### config.mk
export PLATFORM = sky130hd
export DESIGN_NAME = bittest_unit
export DESIGN_NICKNAME = d
export VERILOG_FILES = /design/src/rtl/bt_pkg.sv /design/src/rtl/bt_seq.sv /design/src/rtl/bt_operand.sv /design/src/rtl/bt_flags.sv /design/src/rtl/bittest_unit.sv
export SDC_FILE = /design/constraint.sdc
export NUM_CORES = 1
export LEC_CHECK = 0
export ABC_AREA = 0
export CAP_MARGIN = 10
export CELL_PAD_IN_SITES_DETAIL_PLACEMENT = 0
export CELL_PAD_IN_SITES_GLOBAL_PLACEMENT = 2
export CORE_ASPECT_RATIO = 0.75
export CORE_MARGIN = 4
export CORE_UTILIZATION = 24
export CTS_BUF_LIST = sky130_fd_sc_hd__clkbuf_8
export CTS_CLUSTER_SIZE = 16
export DETAILED_ROUTE_END_ITERATION = 12
export HOLD_SLACK_MARGIN = 0.05
export PLACE_DENSITY_LB_ADDON = 0.1
export SKIP_CTS_REPAIR_TIMING = 1
export SLEW_MARGIN = 5
export SYNTH_ARGS = -nofsm -noshare
export SYNTH_HDL_FRONTEND = slang
export SYNTH_SLANG_ARGS = --single-unit
### constraint.sdc
create_clock -name clk -period 2.4 [get_ports clk]
set_clock_uncertainty 0.05 [all_clocks]
set_input_delay 0.72 -clock clk [delete_from_list [all_inputs] [get_ports clk]]
set_output_delay 0.72 -clock clk [all_outputs]
set_load 0.05 [all_outputs]
### src/rtl/bt_pkg.sv
package bt_pkg;

    localparam int OPC_W  = 8;
    localparam int DATA_W = 8;
    localparam int ADDR_W = 16;

    typedef enum logic [2:0] {
        SRC_B   = 3'd0,
        SRC_C   = 3'd1,
        SRC_D   = 3'd2,
        SRC_E   = 3'd3,
        SRC_H   = 3'd4,
        SRC_L   = 3'd5,
        SRC_MEM = 3'd6,
        SRC_A   = 3'd7
    } src_e;

    typedef struct packed {
        logic z;
        logic n;
        logic h;
        logic c;
    } flags_t;

    typedef struct packed {
        logic       legal;
        logic [2:0] bit_idx;
        src_e       src;
    } dec_t;

    function automatic dec_t decode_op(input logic [OPC_W-1:0] op);
        dec_t d;
        d.legal   = (op[7:6] == 2'b01);
        d.bit_idx = op[5:3];
        d.src     = src_e'(op[2:0]);
        return d;
    endfunction

    function automatic logic bit_is_clear(input logic [DATA_W-1:0] d,
                                          input logic [2:0] idx);
        return ~d[idx];
    endfunction

    function automatic logic uses_memory(input dec_t d);
        return d.legal && (d.src == SRC_MEM);
    endfunction

endpackage

### src/rtl/bt_seq.sv
module bt_seq #(
    parameter int CLKS_PER_MC = 4
) (
    input  logic clk,
    input  logic rst,
    input  logic start,
    input  logic mem_op,
    output logic accept,
    output logic busy,
    output logic done,
    output logic rf_cap,
    output logic mem_issue,
    output logic mem_cap
);
    localparam int CW = $clog2(3 * CLKS_PER_MC + 2) + 1;
    localparam logic [CW-1:0] T_REG  = CW'(2 * CLKS_PER_MC);
    localparam logic [CW-1:0] T_MEM  = CW'(3 * CLKS_PER_MC);
    localparam logic [CW-1:0] T_RF   = CW'(CLKS_PER_MC + 1);
    localparam logic [CW-1:0] T_ISS  = CW'(2 * CLKS_PER_MC + 1);
    localparam logic [CW-1:0] T_CAP  = CW'(2 * CLKS_PER_MC + 2);
    localparam logic [CW-1:0] T_SECOND = CW'(2);

    logic [CW-1:0] clk_idx;
    logic          run;
    logic [CW-1:0] last_idx;

    assign last_idx  = mem_op ? T_MEM : T_REG;
    assign accept    = start && !run;
    assign busy      = run;
    assign done      = run && (clk_idx == last_idx);
    assign rf_cap    = run && (clk_idx == T_RF);
    assign mem_issue = run && mem_op && (clk_idx == T_ISS);
    assign mem_cap   = run && mem_op && (clk_idx == T_CAP);

    always_ff @(posedge clk) begin
        if (rst) begin
            run     <= 1'b0;
            clk_idx <= '0;
        end else if (accept) begin
            run     <= 1'b1;
            clk_idx <= T_SECOND;
        end else if (run) begin
            if (done) begin
                run     <= 1'b0;
                clk_idx <= '0;
            end else begin
                clk_idx <= clk_idx + 1'b1;
            end
        end
    end
endmodule

### src/rtl/bt_operand.sv
module bt_operand
    import bt_pkg::*;
(
    input  logic              clk,
    input  logic              rst,
    input  dec_t              dec,
    input  logic              rf_cap,
    input  logic              mem_issue,
    input  logic              mem_cap,
    input  logic [DATA_W-1:0] rd_data,
    input  logic [DATA_W-1:0] hl_h,
    input  logic [DATA_W-1:0] hl_l,
    input  logic [DATA_W-1:0] mem_rdata,
    output logic [2:0]        rd_sel,
    output logic [ADDR_W-1:0] mem_addr,
    output logic              mem_rd,
    output logic [DATA_W-1:0] operand
);
    assign rd_sel   = dec.src;
    assign mem_addr = {hl_h, hl_l};
    assign mem_rd   = mem_issue;

    always_ff @(posedge clk) begin
        if (rst) begin
            operand <= '0;
        end else if (mem_cap) begin
            operand <= mem_rdata;
        end else if (rf_cap && !uses_memory(dec)) begin
            operand <= rd_data;
        end
    end
endmodule

### src/rtl/bt_flags.sv
module bt_flags
    import bt_pkg::*;
(
    input  dec_t              dec,
    input  logic [DATA_W-1:0] operand,
    input  flags_t            saved,
    input  logic              done,
    output flags_t            result,
    output logic              we,
    output logic              illegal
);
    always_comb begin
        result = saved;
        if (dec.legal) begin
            result.z = bit_is_clear(operand, dec.bit_idx);
            result.n = 1'b0;
            result.h = 1'b1;
        end
    end

    assign we      = done && dec.legal;
    assign illegal = done && !dec.legal;
endmodule

### src/rtl/bittest_unit.sv
module bittest_unit
    import bt_pkg::*;
#(
    parameter int CLKS_PER_MC = 4
) (
    input  logic              clk,
    input  logic              rst,
    input  logic              start,
    input  logic [OPC_W-1:0]  opcode,
    input  logic [3:0]        flags_in,
    output logic [2:0]        rd_sel,
    input  logic [DATA_W-1:0] rd_data,
    input  logic [DATA_W-1:0] hl_h,
    input  logic [DATA_W-1:0] hl_l,
    output logic [ADDR_W-1:0] mem_addr,
    output logic              mem_rd,
    input  logic [DATA_W-1:0] mem_rdata,
    output logic [3:0]        flags_out,
    output logic              flags_we,
    output logic              illegal,
    output logic              busy,
    output logic              done
);
    logic [OPC_W-1:0]  op_q;
    flags_t            flags_q;
    dec_t              dec;
    logic              accept;
    logic              rf_cap;
    logic              mem_issue;
    logic              mem_cap;
    logic [DATA_W-1:0] operand;
    flags_t            result;

    always_ff @(posedge clk) begin
        if (rst) begin
            op_q    <= '0;
            flags_q <= '0;
        end else if (accept) begin
            op_q    <= opcode;
            flags_q <= flags_t'(flags_in);
        end
    end

    assign dec = decode_op(op_q);

    bt_seq #(.CLKS_PER_MC(CLKS_PER_MC)) u_seq (
        .clk       (clk),
        .rst       (rst),
        .start     (start),
        .mem_op    (uses_memory(dec)),
        .accept    (accept),
        .busy      (busy),
        .done      (done),
        .rf_cap    (rf_cap),
        .mem_issue (mem_issue),
        .mem_cap   (mem_cap)
    );

    bt_operand u_opnd (
        .clk       (clk),
        .rst       (rst),
        .dec       (dec),
        .rf_cap    (rf_cap),
        .mem_issue (mem_issue),
        .mem_cap   (mem_cap),
        .rd_data   (rd_data),
        .hl_h      (hl_h),
        .hl_l      (hl_l),
        .mem_rdata (mem_rdata),
        .rd_sel    (rd_sel),
        .mem_addr  (mem_addr),
        .mem_rd    (mem_rd),
        .operand   (operand)
    );

    bt_flags u_flags (
        .dec     (dec),
        .operand (operand),
        .saved   (flags_q),
        .done    (done),
        .result  (result),
        .we      (flags_we),
        .illegal (illegal)
    );

    assign flags_out = result;
endmodule

==> key figures, run 1 <==
Synthesis
  • Mapped Area: 0.00158 sq mm
  • Synthesized area per cell: 9.26 sq um
  • Sequential cell area fraction in the yosys report: 0.329
  • Area leader, netlist: dfxtp_1
  • Syn nets: 222
  • Dominant synthesized flop cell: dfxtp_1
  • Cell count after synthesis: about 170
  • Post-synth cell types: 33
  • Synth top area share: 0.329
  • Number of flops mapped to enable cells by yosys: 0
  • Synth area leaders: dfxtp_1, a2111oi_4, buf_4
  • Synth Register Bits: 26
  • Asr flop ratio synth: 0
  • Ys Warns: 0

Clock network
  • Max clock buf depth: 2
  • Number of buffers created by CTS: 3
  • CTS HTree Levels: 1
  • Clock sinks: 26
  • Worst-path clk slew: 90 ps
  • CTS root buf: clkbuf_8
  • Worst-skew pair later-pin latency: roughly 270 ps
  • CTS tree: yes

Critical path
  • Crit path buf inv count: 1
  • Crit path DAT: 1720 ps
  • Max FO, Critical Path: 3
  • CP max-delay cell: mux4_2
  • Element type at the critical path end: output port
  • Total number of cells along the worst setup path: 4
  • Delay-heaviest family, CP: multiplexers
  • CP Cell Sequence: mux4_2, mux2_4, o21ai_4, buf_12
  • Critical path type: reg2out
  • Required @ worst endpoint: 1630 ps
  • Worst reg2reg path depth: 5
  • Worst Setup Start Kind: flop
  • Crit-path max cell delay: 490 ps

Detailed routing
  • DRC violations left: 0
  • Total Wirelength: about 3800 microns
  • Avg WL per Cell: 13.7 microns
  • Highest metal used: met4
  • DRT met1 WL: between 1500 and 2000 microns
  • Routed wl met3: 244 microns
  • Final ANT Viol Nets: 0
  • Vias post-DR: 1229
  • Wire length on met2: 1680 microns
  • DR vias/cell: about 4.5
  • 1st-iter DRT viols: between 40 and 50
  • DRT Pass-1 Iters: 4

STA
  • Final hold vios: 0
  • Fmax: 0.402 GHz
  • Min cycle time layout: 2490 ps
  • Measured slew at the worst slew-check pin: 546 ps
  • RSZ-0062 raised after global routing: true
  • Final Max Slew Viols: 0
  • Final Setup Violations: 1
  • Period utilisation layout: 1.04
  • Fin worst setup slack: -89.7 ps
  • Headroom to the max-slew limit: 0.636

Outcome
  • Status: finished with violations
  • Violated checks: setup timing

GRT
  • GRT Util Overall: 0.103
  • Number of global-route vias before repair: 1284
  • First-pass GRT wire length: 6400 microns
  • Pin count of the biggest net entering global routing: 17
  • Congestion Overflow GR: 0
  • Antenna violations before repair: 0

Worst hold path
  • Number of cells on the worst hold path: 2
  • Hold Path Class: reg2reg

Floorplan
  • Full die area: 0.00797 sq mm
  • Core footprint: about 0.0063 sq mm
  • IO Pins: 75
  • Die Wd: 102 microns
  • Die Y: 78.3 microns
  • FP Rows: 25
  • Initial Util: 0.249

Finish
  • Storage element area: ~520 sq um
  • Fill cells: 657
  • Post-Layout Cell Count: 276
  • Area Growth Syn to Fin: 33.2%
  • Fin nets: 247
  • Share of layout cells above drive strength 1: 0.236
  • ANT cells: 0
  • Multi-input gate area: 857 sq um

Flow run
  • Total of max-cap violations: 0

Pwr
  • Leakage: 0.718 nW
  • Max IR drop VDD: between 0.0002 and 0.00025 V
  • Power, Total: between 1 and 1.5 mW
  • Cell Pwr Density: ~480 mW/mm^2

Placement
  • Post-placement cell count: 270
  • Post-DP HPWL: 2980 microns
  • Gpl congestion: 0.734
  • # port buffers: 42
[Yosys cell counts, drive strengths merged (4+ instances only)]
cell     instances
dfxtp           26
buf             24
ha               4
clkbuf           5
a2111oi          8
a21oi           14
nor4             4
inv             11
nor2            21
nand2           26
[metrics by stage]
step                utilization  setup WS [ps]  hold slack [ps]  setup TNS (ps)  cell area [sq um]
floorplan                     -          -43.6              381           -59.6               1610
global placement          0.314            147              390               0               2000
detailed placement        0.314            127              395               0               2000
CTS                       0.326           -199              411            -413               2070
global route              0.332           -165              423            -255               2110
finish                    0.332          -89.7              407           -89.7               2110
[kinds of logic (layout without fill, tap and decap cells)]
group / Yosys count / count (layout) / synth area share
simple gates: 69 / 69 / 0.224
buf+inv: 40 / 64 / 0.160
flops: 26 / 26 / 0.329
compound gates: 25 / 25 / 0.198
fa+ha+maj: 4 / 4 / 0.0316
xor+xnor: 4 / 4 / 0.0221
mux: 3 / 3 / 0.0356
[path summary, 6_finish.rpt]
| path | end | from | slack, ps |
|---|---|---|---|
| min reg2reg | flags_q[0]$_SDFFE_PP0P_ | flags_q[0]$_SDFFE_PP0P_ | 410 |
| max | flags_out[3] | op_q[3]$_SDFFE_PP0P_ | -90 |
| max reg2reg | u_opnd.operand[6]$_SDFFE_PP0P_ | op_q[0]$_SDFFE_PP0P_ | 420 |
| min | flags_q[0]$_SDFFE_PP0P_ | flags_q[0]$_SDFFE_PP0P_ | 410 |
[cells in the final DEF, fill, tap and decap left out, types with 2 or more instances in the layout]
cell             synthesis  layout
a2111oi_4                8       8
a21oi_1                 14      13
buf_12                   1       5
buf_4                   21      11
clkbuf_8                 0       3
clkdlybuf4s50_1          0      33
dfxtp_1                 26      23
dfxtp_2                  0       3
ha_1                     4       4
inv_1                   11      11
mux4_2                   2       2
nand2_1                 26      26
nand2b_1                 2       2
nand4_1                  2       2
nor2_1                  21      20
nor4_1                   4       4
xor2_1                   3       3
[power by group]
group,switching [mW],total (mW),leakage (nW),internal (mW)
Combinational,0.0890,0.176,0.469,0.0875
Sequential,0.0182,0.466,0.213,0.448
Clock,0.137,0.360,0.0357,0.223
Total,0.244,1.00,0.718,0.758
[final cells by class]
class / instances / share of cell area
clock buffer: 3 / 0.0196
clock inverter: 1 / 0.0142
inverter: 11 / 0.0196
multi-input combinational: 105 / 0.407
sequential: 26 / 0.249
tap: 81 / 0.0481
timing repair buffer: 49 / 0.243
[layer usage]
layer,up-vias,track usage
li1,605,-
met1,579,0.138
met2,27,0.153
met3,18,0.0311
met4,0,0.0385
met5,-,0
[flip-flops by register name, summed over array words and instances, names as in the netlist]
| name | cells |
|---|---|
| flags_q | 4 |
| op_q | 8 |
| u_seq.busy | 1 |
| u_opnd.operand | 8 |
| u_seq.clk_idx | 5 |
[tightest hold or removal path, cell delays in order, from the launching register on]
cell and delay (ps):
dfxtp_1 320, nand2_1 50, a21oi_1 50
Note: power is estimated with default switching activity, not from simulation.
==> inputs of run 2 (changes only) <==
Settings changed: ABC_CLOCK_PERIOD_IN_PS set to 2400.
==> results of run 2 <==
The final DEF is identical to that of run 1; final timing and power are the same.
